<file path="config.mk">
export PLATFORM = sky130hd
export DESIGN_NAME = osc_warmup_ctrl
export DESIGN_NICKNAME = d
export VERILOG_FILES = /design/src/rtl/osc_warmup_pkg.sv /design/src/rtl/osc_warmup_ctl.sv /design/src/rtl/osc_warmup_dp.sv /design/src/rtl/osc_warmup_ctrl.sv
export SDC_FILE = /design/constraint.sdc
export NUM_CORES = 1
export LEC_CHECK = 0
export ABC_AREA = 1
export CORE_MARGIN = 8
export CORE_UTILIZATION = 41
export DETAILED_ROUTE_END_ITERATION = 7
export PLACE_DENSITY = 0.62
export RECOVER_POWER = 100
export SYNTH_ARGS = -nofsm -noshare
export SYNTH_HDL_FRONTEND = slang
export SYNTH_SLANG_ARGS = --single-unit
</file>
<file path="constraint.sdc">
create_clock -name clk -period 3.15 [get_ports clk]
set_input_delay 0.7875 -clock clk [delete_from_list [all_inputs] [get_ports clk]]
set_output_delay 0.7875 -clock clk [all_outputs]
set_load 0.05 [all_outputs]
</file>
<file path="src/rtl/osc_warmup_pkg.sv">
package osc_warmup_pkg;

  localparam int REG_AW = 2;

  localparam logic [REG_AW-1:0] ADDR_CTRL   = 2'd0;
  localparam logic [REG_AW-1:0] ADDR_DIV    = 2'd1;
  localparam logic [REG_AW-1:0] ADDR_UNLOCK = 2'd2;

  localparam logic [7:0] KEY_FIRST  = 8'hAA;
  localparam logic [7:0] KEY_SECOND = 8'h55;

  typedef enum logic [1:0] {
    TA_IDLE  = 2'd0,
    TA_ARMED = 2'd1,
    TA_OPEN  = 2'd2
  } taState_e;

  // strobes from control to datapath
  typedef struct packed {
    logic warmRestart;  // restart the warm-up count (stop exit or multiplier rise)
    logic srcReload;    // reload the clock source from ring select
    logic ringSelWr;    // load ring select
    logic bgWr;         // load stop-mode reference enable
    logic divWr;        // load clock-divide field
  } ctlStrobe_t;

endpackage

</file>
<file path="src/rtl/osc_warmup_ctl.sv">
module osc_warmup_ctl
  import osc_warmup_pkg::*;
#(
  parameter int DW      = 8,
  parameter int WIN_LEN = 4
) (
  input  logic              clk,
  input  logic              porRst,
  input  logic              sysRst,
  input  logic              stopExit,
  input  logic              mulEn,
  input  logic              regWe,
  input  logic [REG_AW-1:0] regAddr,
  input  logic [DW-1:0]     regWdata,
  input  logic              warmReady,
  output ctlStrobe_t        strobe
);

  localparam int WIN_W = $clog2(WIN_LEN + 1);

  taState_e         taQ;
  logic [WIN_W-1:0] winQ;
  logic             mulEnQ;
  logic             anyRst;
  logic             mulRise;
  logic             wrCtrl;
  logic             wrDiv;
  logic             wrUnlock;
  logic             keyFirst;
  logic             keySecond;

  always_comb begin
    anyRst    = porRst | sysRst;
    mulRise   = mulEn & ~mulEnQ;
    wrCtrl    = regWe && (regAddr == ADDR_CTRL);
    wrDiv     = regWe && (regAddr == ADDR_DIV);
    wrUnlock  = regWe && (regAddr == ADDR_UNLOCK);
    keyFirst  = (regWdata[7:0] == KEY_FIRST);
    keySecond = (regWdata[7:0] == KEY_SECOND);

    strobe.warmRestart = stopExit | mulRise;
    strobe.srcReload   = stopExit;
    strobe.ringSelWr   = wrCtrl;
    strobe.bgWr        = wrCtrl && (taQ == TA_OPEN);
    strobe.divWr       = wrDiv && warmReady;
  end

  always_ff @(posedge clk) begin
    if (anyRst) begin
      taQ    <= TA_IDLE;
      winQ   <= '0;
      mulEnQ <= mulEn;
    end else begin
      mulEnQ <= mulEn;
      if (wrUnlock) begin
        if (keyFirst) begin
          taQ <= TA_ARMED;
        end else if (keySecond && (taQ == TA_ARMED)) begin
          taQ  <= TA_OPEN;
          winQ <= WIN_W'(WIN_LEN);
        end else begin
          taQ <= TA_IDLE;
        end
      end else if ((taQ == TA_ARMED) && regWe) begin
        taQ <= TA_IDLE;
      end else if (taQ == TA_OPEN) begin
        if (wrCtrl || (winQ == WIN_W'(1))) begin
          taQ <= TA_IDLE;
        end else begin
          winQ <= winQ - WIN_W'(1);
        end
      end
    end
  end

endmodule

</file>
<file path="src/rtl/osc_warmup_dp.sv">
module osc_warmup_dp
  import osc_warmup_pkg::*;
#(
  parameter int CNT_W = 16,
  parameter int DW    = 8
) (
  input  logic              clk,
  input  logic              porRst,
  input  logic              sysRst,
  input  logic              xtalTick,
  input  ctlStrobe_t        strobe,
  input  logic [REG_AW-1:0] regAddr,
  input  logic [1:0]        wrLow,
  output logic              warmReady,
  output logic              ringStat,
  output logic              holdCore,
  output logic              bgEn,
  output logic [1:0]        divQ,
  output logic [DW-1:0]     regRdata
);

  localparam logic [CNT_W-1:0] CNT_LAST = '1;

  logic [CNT_W-1:0] cntQ;
  logic             ringSelQ;
  logic             finalTick;

  assign finalTick = xtalTick && !warmReady && (cntQ == CNT_LAST);

  always_ff @(posedge clk) begin
    if (porRst) begin
      cntQ      <= '0;
      warmReady <= 1'b0;
      ringStat  <= 1'b0;
      holdCore  <= 1'b1;
      ringSelQ  <= 1'b0;
      bgEn      <= 1'b1;
      divQ      <= 2'd0;
    end else if (sysRst) begin
      cntQ      <= '0;
      warmReady <= 1'b0;
      ringStat  <= ringSelQ;
      holdCore  <= ~ringSelQ;
      bgEn      <= 1'b1;
      divQ      <= 2'd0;
    end else begin
      if (strobe.ringSelWr) ringSelQ <= wrLow[1];
      if (strobe.bgWr)      bgEn     <= wrLow[0];
      if (strobe.divWr)     divQ     <= wrLow;
      if (strobe.warmRestart) begin
        cntQ      <= '0;
        warmReady <= 1'b0;
        if (strobe.srcReload) begin
          ringStat <= ringSelQ;
          holdCore <= ~ringSelQ;
        end
      end else if (finalTick) begin
        cntQ      <= '0;
        warmReady <= 1'b1;
        ringStat  <= 1'b0;
        holdCore  <= 1'b0;
      end else if (xtalTick && !warmReady) begin
        cntQ <= cntQ + CNT_W'(1);
      end
    end
  end

  always_comb begin
    regRdata = '0;
    case (regAddr)
      ADDR_CTRL: regRdata[3:0] = {warmReady, ringStat, ringSelQ, bgEn};
      ADDR_DIV:  regRdata[1:0] = divQ;
      default:   regRdata = '0;
    endcase
  end

endmodule

</file>
<file path="src/rtl/osc_warmup_ctrl.sv">
module osc_warmup_ctrl
  import osc_warmup_pkg::*;
#(
  parameter int CNT_W   = 16,
  parameter int WIN_LEN = 4,
  parameter int DW      = 8
) (
  input  logic              clk,
  input  logic              porRst,
  input  logic              sysRst,
  input  logic              stopExit,
  input  logic              mulEn,
  input  logic              xtalTick,
  input  logic              regWe,
  input  logic [REG_AW-1:0] regAddr,
  input  logic [DW-1:0]     regWdata,
  output logic [DW-1:0]     regRdata,
  output logic              clkReady,
  output logic              srcRing,
  output logic              coreHold,
  output logic              mulSel,
  output logic [1:0]        divSel,
  output logic              bgStopEn
);

  ctlStrobe_t strobe;
  logic       warmReady;

  osc_warmup_ctl #(
    .DW      (DW),
    .WIN_LEN (WIN_LEN)
  ) uCtl (
    .clk       (clk),
    .porRst    (porRst),
    .sysRst    (sysRst),
    .stopExit  (stopExit),
    .mulEn     (mulEn),
    .regWe     (regWe),
    .regAddr   (regAddr),
    .regWdata  (regWdata),
    .warmReady (warmReady),
    .strobe    (strobe)
  );

  osc_warmup_dp #(
    .CNT_W (CNT_W),
    .DW    (DW)
  ) uDp (
    .clk       (clk),
    .porRst    (porRst),
    .sysRst    (sysRst),
    .xtalTick  (xtalTick),
    .strobe    (strobe),
    .regAddr   (regAddr),
    .wrLow     (regWdata[1:0]),
    .warmReady (warmReady),
    .ringStat  (srcRing),
    .holdCore  (coreHold),
    .bgEn      (bgStopEn),
    .divQ      (divSel),
    .regRdata  (regRdata)
  );

  assign clkReady = warmReady;
  assign mulSel   = mulEn & warmReady;

endmodule

</file>
## After elaboration in Yosys (flattened, before gate mapping)

Cells that the tools add are included.

| storage, ports and cells | value |
|---|---|
| bits in registers | 29 |
| word-level logic and storage cells | 76 |

| operators by class | value |
|---|---|
| $add $sub $neg | 2 |
| equality and inequality tests | 13 |
| muxes and demuxes | 21 |
| bitwise logic cells | 7 |
| reductions and logical operators | 23 |

Operator list:

| kind | count |
|---|---|
| 3-bit 2-to-1 mux | 6 |
| 16-bit by 1-bit adder with 16-bit output, second input constant | 1 |
| 16-bit equality test, second input constant | 1 |
| 2-bit 2-to-1 mux | 7 |
| 1-bit logical AND | 9 |
| 3-bit nonzero test | 3 |
| 8-bit by 7-bit equality test with 1-bit output, second input constant | 1 |
| 8-bit equality test, second input constant | 1 |
| 1-bit 2-to-1 mux | 7 |
| 2-bit AND reduction | 3 |
| 5-bit AND reduction | 1 |
| 2-bit by 1-bit equality test with 1-bit output, second input constant | 2 |
| 2-bit equality test, second input constant | 2 |
| 2-bit by 1-bit != test with 1-bit output, second input constant | 2 |
| 2-bit != test, second input constant | 2 |
| 2-bit one-hot mux with 2 select lines | 1 |
| 4-bit OR reduction | 1 |
| 3-bit by 1-bit equality test with 1-bit output, second input constant | 1 |
| 3-bit != test, second input constant | 1 |
| 1-bit inverter | 3 |
| 3-bit OR reduction | 1 |
| 3-bit by 1-bit subtractor with 3-bit output, second input constant | 1 |
| 1-bit bitwise AND | 2 |
| 2-bit logical NOT | 1 |
| other kinds (5) | 6 |

## Logic depth before layout (Yosys ltp)

| logic depth | value |
|---|---|
| depth after elaboration | 7 |
| depth in mapped cells | 9 |
| gate-level depth less buffers | 9 |

## Cells and area by module

From an unflattened synthesis, not the netlist that was laid out.

| unflattened totals | value |
|---|---|
| cells, all modules | 265 |
| area, all modules | 1754.2 sq um |

By module, submodules not included:

| module | times used | cells each | area an instance (sq um) | sequential area each (sq um) |
|---|---|---|---|---|
| osc_warmup_dp | 1 | 183 | 1256.2 | 460.4 |
| osc_warmup_ctl | 1 | 80 | 490.5 | 120.1 |
| osc_warmup_ctrl | 1 | 2 | 7.5 | 0.0 |

## Least setup slack after synthesis

OpenSTA, ideal clock, no wires.

| timing | value |
|---|---|
| path type | input -> output |
| start point | input port regAddr[1] |
| end point | output port regRdata[1] |
| arrival time | 2064 ps |
| path slack | 299 ps |
| stages | 3 |
| buffers on the path | 0 |
| path through | nor2_2 > inv_1 > o21ai_0 |

| between the ends | value |
|---|---|
| longest elaborated chain between the ends | 2 |
| elaborated cells between the ends (all ways) | 3 |

Ends and longest elaborated chain:

| element | line | RTL |
|---|---|---|
| from (decl) | osc_warmup_ctrl.sv:15 | `input logic [REG_AW-1:0] regAddr,` |
| 2-bit by 1-bit equality test with 1-bit output or 2-bit logical NOT (tied branches) | osc_warmup_dp.sv:70 | `case (regAddr)` |
| 2-bit one-hot mux with 2 select lines * | osc_warmup_dp.sv:70 |  |
| to (decl) | osc_warmup_ctrl.sv:17 | `output logic [DW-1:0] regRdata,` |

Mark *: on every way between the ends. The rest lies on a longest branch, timed or not.

## Worst setup path in the final report

| timing | value |
|---|---|
| start point | input port regAddr[0] |
| end point | output port regRdata[0] |

Same word-level chain as after synthesis.

==> summary by stage <==
Outcome
The run finished with clean final reports.

Drt
For this run, design rule violations remaining after detail routing come to 0. In this run the remaining antenna-violating nets after routing total 0. The routed design has approximately 3.4 mm of wire. The number of search-and-repair iterations in the first detailed-routing pass is 4.

The number of violations reported at the end of detailed-routing iteration 0 is 66. The detailed-route via count is 1417. The post-detailed-route wirelength per cell is 10.8 um. The per-cell via count in the routed design is 4.53.

Floorplan
The placeable core region is 0.00372 mm^2. The initial utilization of the core area, before any placement, comes to 43.4%. The I/O pin total is 32. From left edge to right edge, the die measures 78.7 um. The die covers 0.00619 mm^2.

In this run the vertical extent of the chip is 78.7 um. The floorplan has 22 rows.

Run
The number of maximum-capacitance violations is 0.

Power
The share of power burned in registers is just over 50%. VDD sags by at most 0.261 mV. The internal portion of the total power is about 0.55 mW.

The share of total power in the clock network is 37.6%. Summed over all cells, the static leakage comes to 0.777 nW. The proportion of total power due to net switching is between 20% and 30%. The share of total power dissipated in combinational logic is 11.1%. For this design the total switching power over the nets is between 0.15 and 0.2 mW.

The power density over the cells is 368 mW/mm^2.

Clocking
The TritonCTS clock tree is yes. The H-tree was split into 2 levels. CTS placed an instance of sky130_fd_sc_hd__clkbuf_8 at the clock tree root. In this run the post-CTS setup repair buffer count came out at 0.

The clock input transition at the sequential cells of the worst setup and hold paths is about 0.060 ns. For this design, the CTS-stage hold fixing added 0 buffers. At the later pin of the worst-skew pair, clock insertion delay measures between 0.2 and 0.3 ns.

In this run, CTS created clock tree buffers numbering 5. After clock tree synthesis, the repair step resized 0 gates. The maximum count of clock buffers along a single path is 2. The sink count of the clock tree is 29.

Global route
Entering global routing, the biggest net connects 13 pins. The global-route usage over all layers is 11.6%. The first global-routing pass estimated 5.78 mm of wire. The number of global-route vias before repair was 1304. The remaining global-route overflow is 0.

The initial antenna violation count came to 0.

Synth
The count of distinct cell types in the synthesized netlist is 34. The average size of a mapped cell is ~6.9 um^2. The Yosys step of the flow raised 0 warnings. The synthesized netlist cell count is 235.

After synthesis the netlist holds a flip-flop and latch count of 29. The netlist area before placement is 0.00161 mm^2. The post-synthesis sequential area ratio is 36.0%.

Cells and area
The final-stage net count is around 290. The cell area after layout is 0.00197 mm^2. The signed area change from the synthesized netlist to the final layout is 22.5%. In the final layout, the share of cells above drive strength 1 is under 10%.

The number of inserted diodes is 0. The post-layout instance count excluding filler cells is 313.

Critical path
The biggest fanout along the worst timing path is 3. Data on the critical path arrives at its endpoint at between 2 and 2.5 ns. For the worst setup path, the data required time is around 2.4 ns. Traced cell by cell, the critical path runs through dlygate4sd3_1 > inv_1 > nor2_1 > a22o_1 > dlymetal6s2s_1. The slowest stage of the critical path is the sky130_fd_sc_hd__dlygate4sd3_1 cell. The worst setup path is captured at an output port.

In this design, the stage delay of the slowest critical-path cell is about 0.55 ns. By startpoint and endpoint, the worst setup path is classified as input pin to output port. The critical path startpoint category is an input pin.

STA
The final number of max-transition violations is 0. Of the available clock period, the critical path in the final layout requires 92.8%. The setup TNS is 0 ns. The transition time of the tightest slew-check pin is 0.599 ns. The tightest hold path in the finished design has a slack of around 0.46 ns. The hold violation count in the final report was 0. The max-slew headroom at the worst pin is 60.3%. Setup repair after global routing left no endpoint under its margin. Once routing completed, OpenROAD measured the worst setup slack at about 0.23 ns. Derived from the worst setup path, the maximum achievable clock frequency is approximately 0.34 GHz.

After layout, the minimum clock period comes to 2.92 ns. Clock skew on the completed layout was measured at 0.00891 ns. Setup violations remaining at the end of the flow were counted as 0.

Placement
Prior to clock tree synthesis, the placed netlist has a worst setup slack of between 0.3 and 0.4 ns. The count of input and output buffers is 27. Routability-driven placement finished with a final weighted congestion of 0.757. Counting tap cells, the placed design contains a total of 307 instances. The cell area reported after detailed placement is about 0.002 mm^2. After legalization and detailed placement, the total HPWL measured 2.72 mm.

Min path
The worst hold path belongs to the class flip-flop to flip-flop.
worst max-delay path: cells and delay by family:
family                 cells  cell delay, ns
and+or+nand+nor            1            0.17
buffers and inverters      3            1.03
AOI/OAI and AO/OA          1            0.15
layer usage:
metal,up-vias,wire length (um),global-route usage [%]
met3,3,113,3.38
met4,0,21,4.44
met1,611,1750,14.4
met5,-,0,0
li1,789,-,-
met2,14,1500,18.6
Yosys cell counts:
cell type	n	area (um^2)
sky130_fd_sc_hd__a21boi_0	1	7.51
sky130_fd_sc_hd__a21oi_1	11	55.1
sky130_fd_sc_hd__a21oi_2	1	8.76
sky130_fd_sc_hd__a22o_1	1	8.76
sky130_fd_sc_hd__and2_1	1	6.26
sky130_fd_sc_hd__buf_4	5	37.5
sky130_fd_sc_hd__buf_6	1	11.3
sky130_fd_sc_hd__conb_1	1	3.75
sky130_fd_sc_hd__dfxtp_1	29	581
sky130_fd_sc_hd__ha_1	3	37.5
sky130_fd_sc_hd__inv_1	30	113
sky130_fd_sc_hd__inv_2	3	11.3
sky130_fd_sc_hd__inv_4	1	6.26
sky130_fd_sc_hd__nand2_1	52	195
sky130_fd_sc_hd__nand2_2	1	6.26
sky130_fd_sc_hd__nand2_8	1	20.0
sky130_fd_sc_hd__nand3_1	17	85.1
sky130_fd_sc_hd__nand3_2	5	50.1
sky130_fd_sc_hd__nand4_1	1	6.26
sky130_fd_sc_hd__nor2_1	38	143
sky130_fd_sc_hd__nor2_2	7	43.8
sky130_fd_sc_hd__nor2_4	1	11.3
sky130_fd_sc_hd__nor2b_2	1	8.76
sky130_fd_sc_hd__nor3_1	3	15.0
sky130_fd_sc_hd__nor4_1	1	6.26
sky130_fd_sc_hd__o211ai_1	1	7.51
sky130_fd_sc_hd__o21ai_0	6	30.0
sky130_fd_sc_hd__o21bai_1	1	7.51
sky130_fd_sc_hd__o22ai_1	1	6.26
sky130_fd_sc_hd__o31a_1	1	8.76
sky130_fd_sc_hd__or2_0	1	6.26
sky130_fd_sc_hd__or2_2	1	6.26
sky130_fd_sc_hd__xnor2_1	2	17.5
sky130_fd_sc_hd__xor2_1	5	43.8
metrics by stage:
stage               total power, mW  util, %
floorplan                     0.434        -
global placement              0.468     52.3
CTS                           0.748     54.2
global route                  0.766     53.1
detailed placement            0.468     52.3
finish                        0.727     53.1
kinds of logic (layout without fill, tap and decap cells):
logic type / after synthesis / in the layout / share of synthesized area [%]
flops: 29 / 29 / 36.0
simple gates: 131 / 131 / 37.8
xor+xnor: 7 / 7 / 3.80
fa+ha+maj: 3 / 3 / 2.33
other cells: 1 / 4 / 0.233
compound gates: 24 / 24 / 8.70
buf+inv: 40 / 67 / 11.1
final timing paths:
kind	startpoint	to	slack, ns	cells after the start
setup / recovery	regAddr[0]	regRdata[0]	0.23	5
hold / removal	uDp.cntQ[13]$_SDFFE_PP0P_	uDp.cntQ[13]$_SDFFE_PP0P_	0.46	2
setup reg to reg	uDp.warmReady$_SDFFE_PP0P_	uDp.cntQ[7]$_SDFFE_PP0P_	1.25	8
hold reg to reg	uDp.cntQ[13]$_SDFFE_PP0P_	uDp.cntQ[13]$_SDFFE_PP0P_	0.46	2
sequential cells by signal, indices dropped and copies added, names as in the netlist:
register       cells
uDp.bgEn           1
uCtl.winQ          3
uDp.cntQ          16
uCtl.mulEnQ        1
uDp.ringSelQ       1
uDp.warmReady      1
uDp.holdCore       1
uDp.ringStat       1
uDp.divQ           2
uCtl.taQ           2
layout make-up:
type | count | area, um^2
fill | 363 | 1740
clock buffer | 5 | 68.8
sequential | 29 | 581
clock inverter | 1 | 5.00
multi-input combinational | 169 | 835
timing repair buffer | 27 | 297
tap | 48 | 60.1
inverter | 34 | 129
power by group through the flow:
stage | Combinational, mW | Clock [mW] | Sequential, mW
global route | 0.0887 | 0.305 | 0.373
detailed placement | 0.0870 | 0 | 0.381
CTS | 0.0874 | 0.288 | 0.373
finish | 0.0807 | 0.273 | 0.373
global placement | 0.0871 | 0 | 0.381
floorplan | 0.0485 | 0 | 0.385
cells in the final DEF, fill, tap and decap left out, drive strengths merged:
cell | synthesis | routed
nor2 | 46 | 46
a21oi | 12 | 12
conb | 1 | 4
nor2b | 1 | 1
o31a | 1 | 1
and2 | 1 | 1
o21ai | 6 | 6
dfxtp | 29 | 29
clkbuf | 0 | 6
o21bai | 1 | 1
nor3 | 3 | 3
nand3 | 22 | 22
clkdlybuf4s50 | 0 | 12
dlygate4sd3 | 0 | 10
o211ai | 1 | 1
a21boi | 1 | 1
dlymetal6s2s | 0 | 1
xnor2 | 2 | 2
a22o | 1 | 1
clkinv | 0 | 1
nor4 | 1 | 1
clkinvlp | 0 | 1
or2 | 2 | 2
xor2 | 5 | 5
nand2 | 54 | 54
inv | 34 | 33
buf | 6 | 3
nand4 | 1 | 1
o22ai | 1 | 1
ha | 3 | 3
Note: power is estimated with default switching activity, not from simulation.
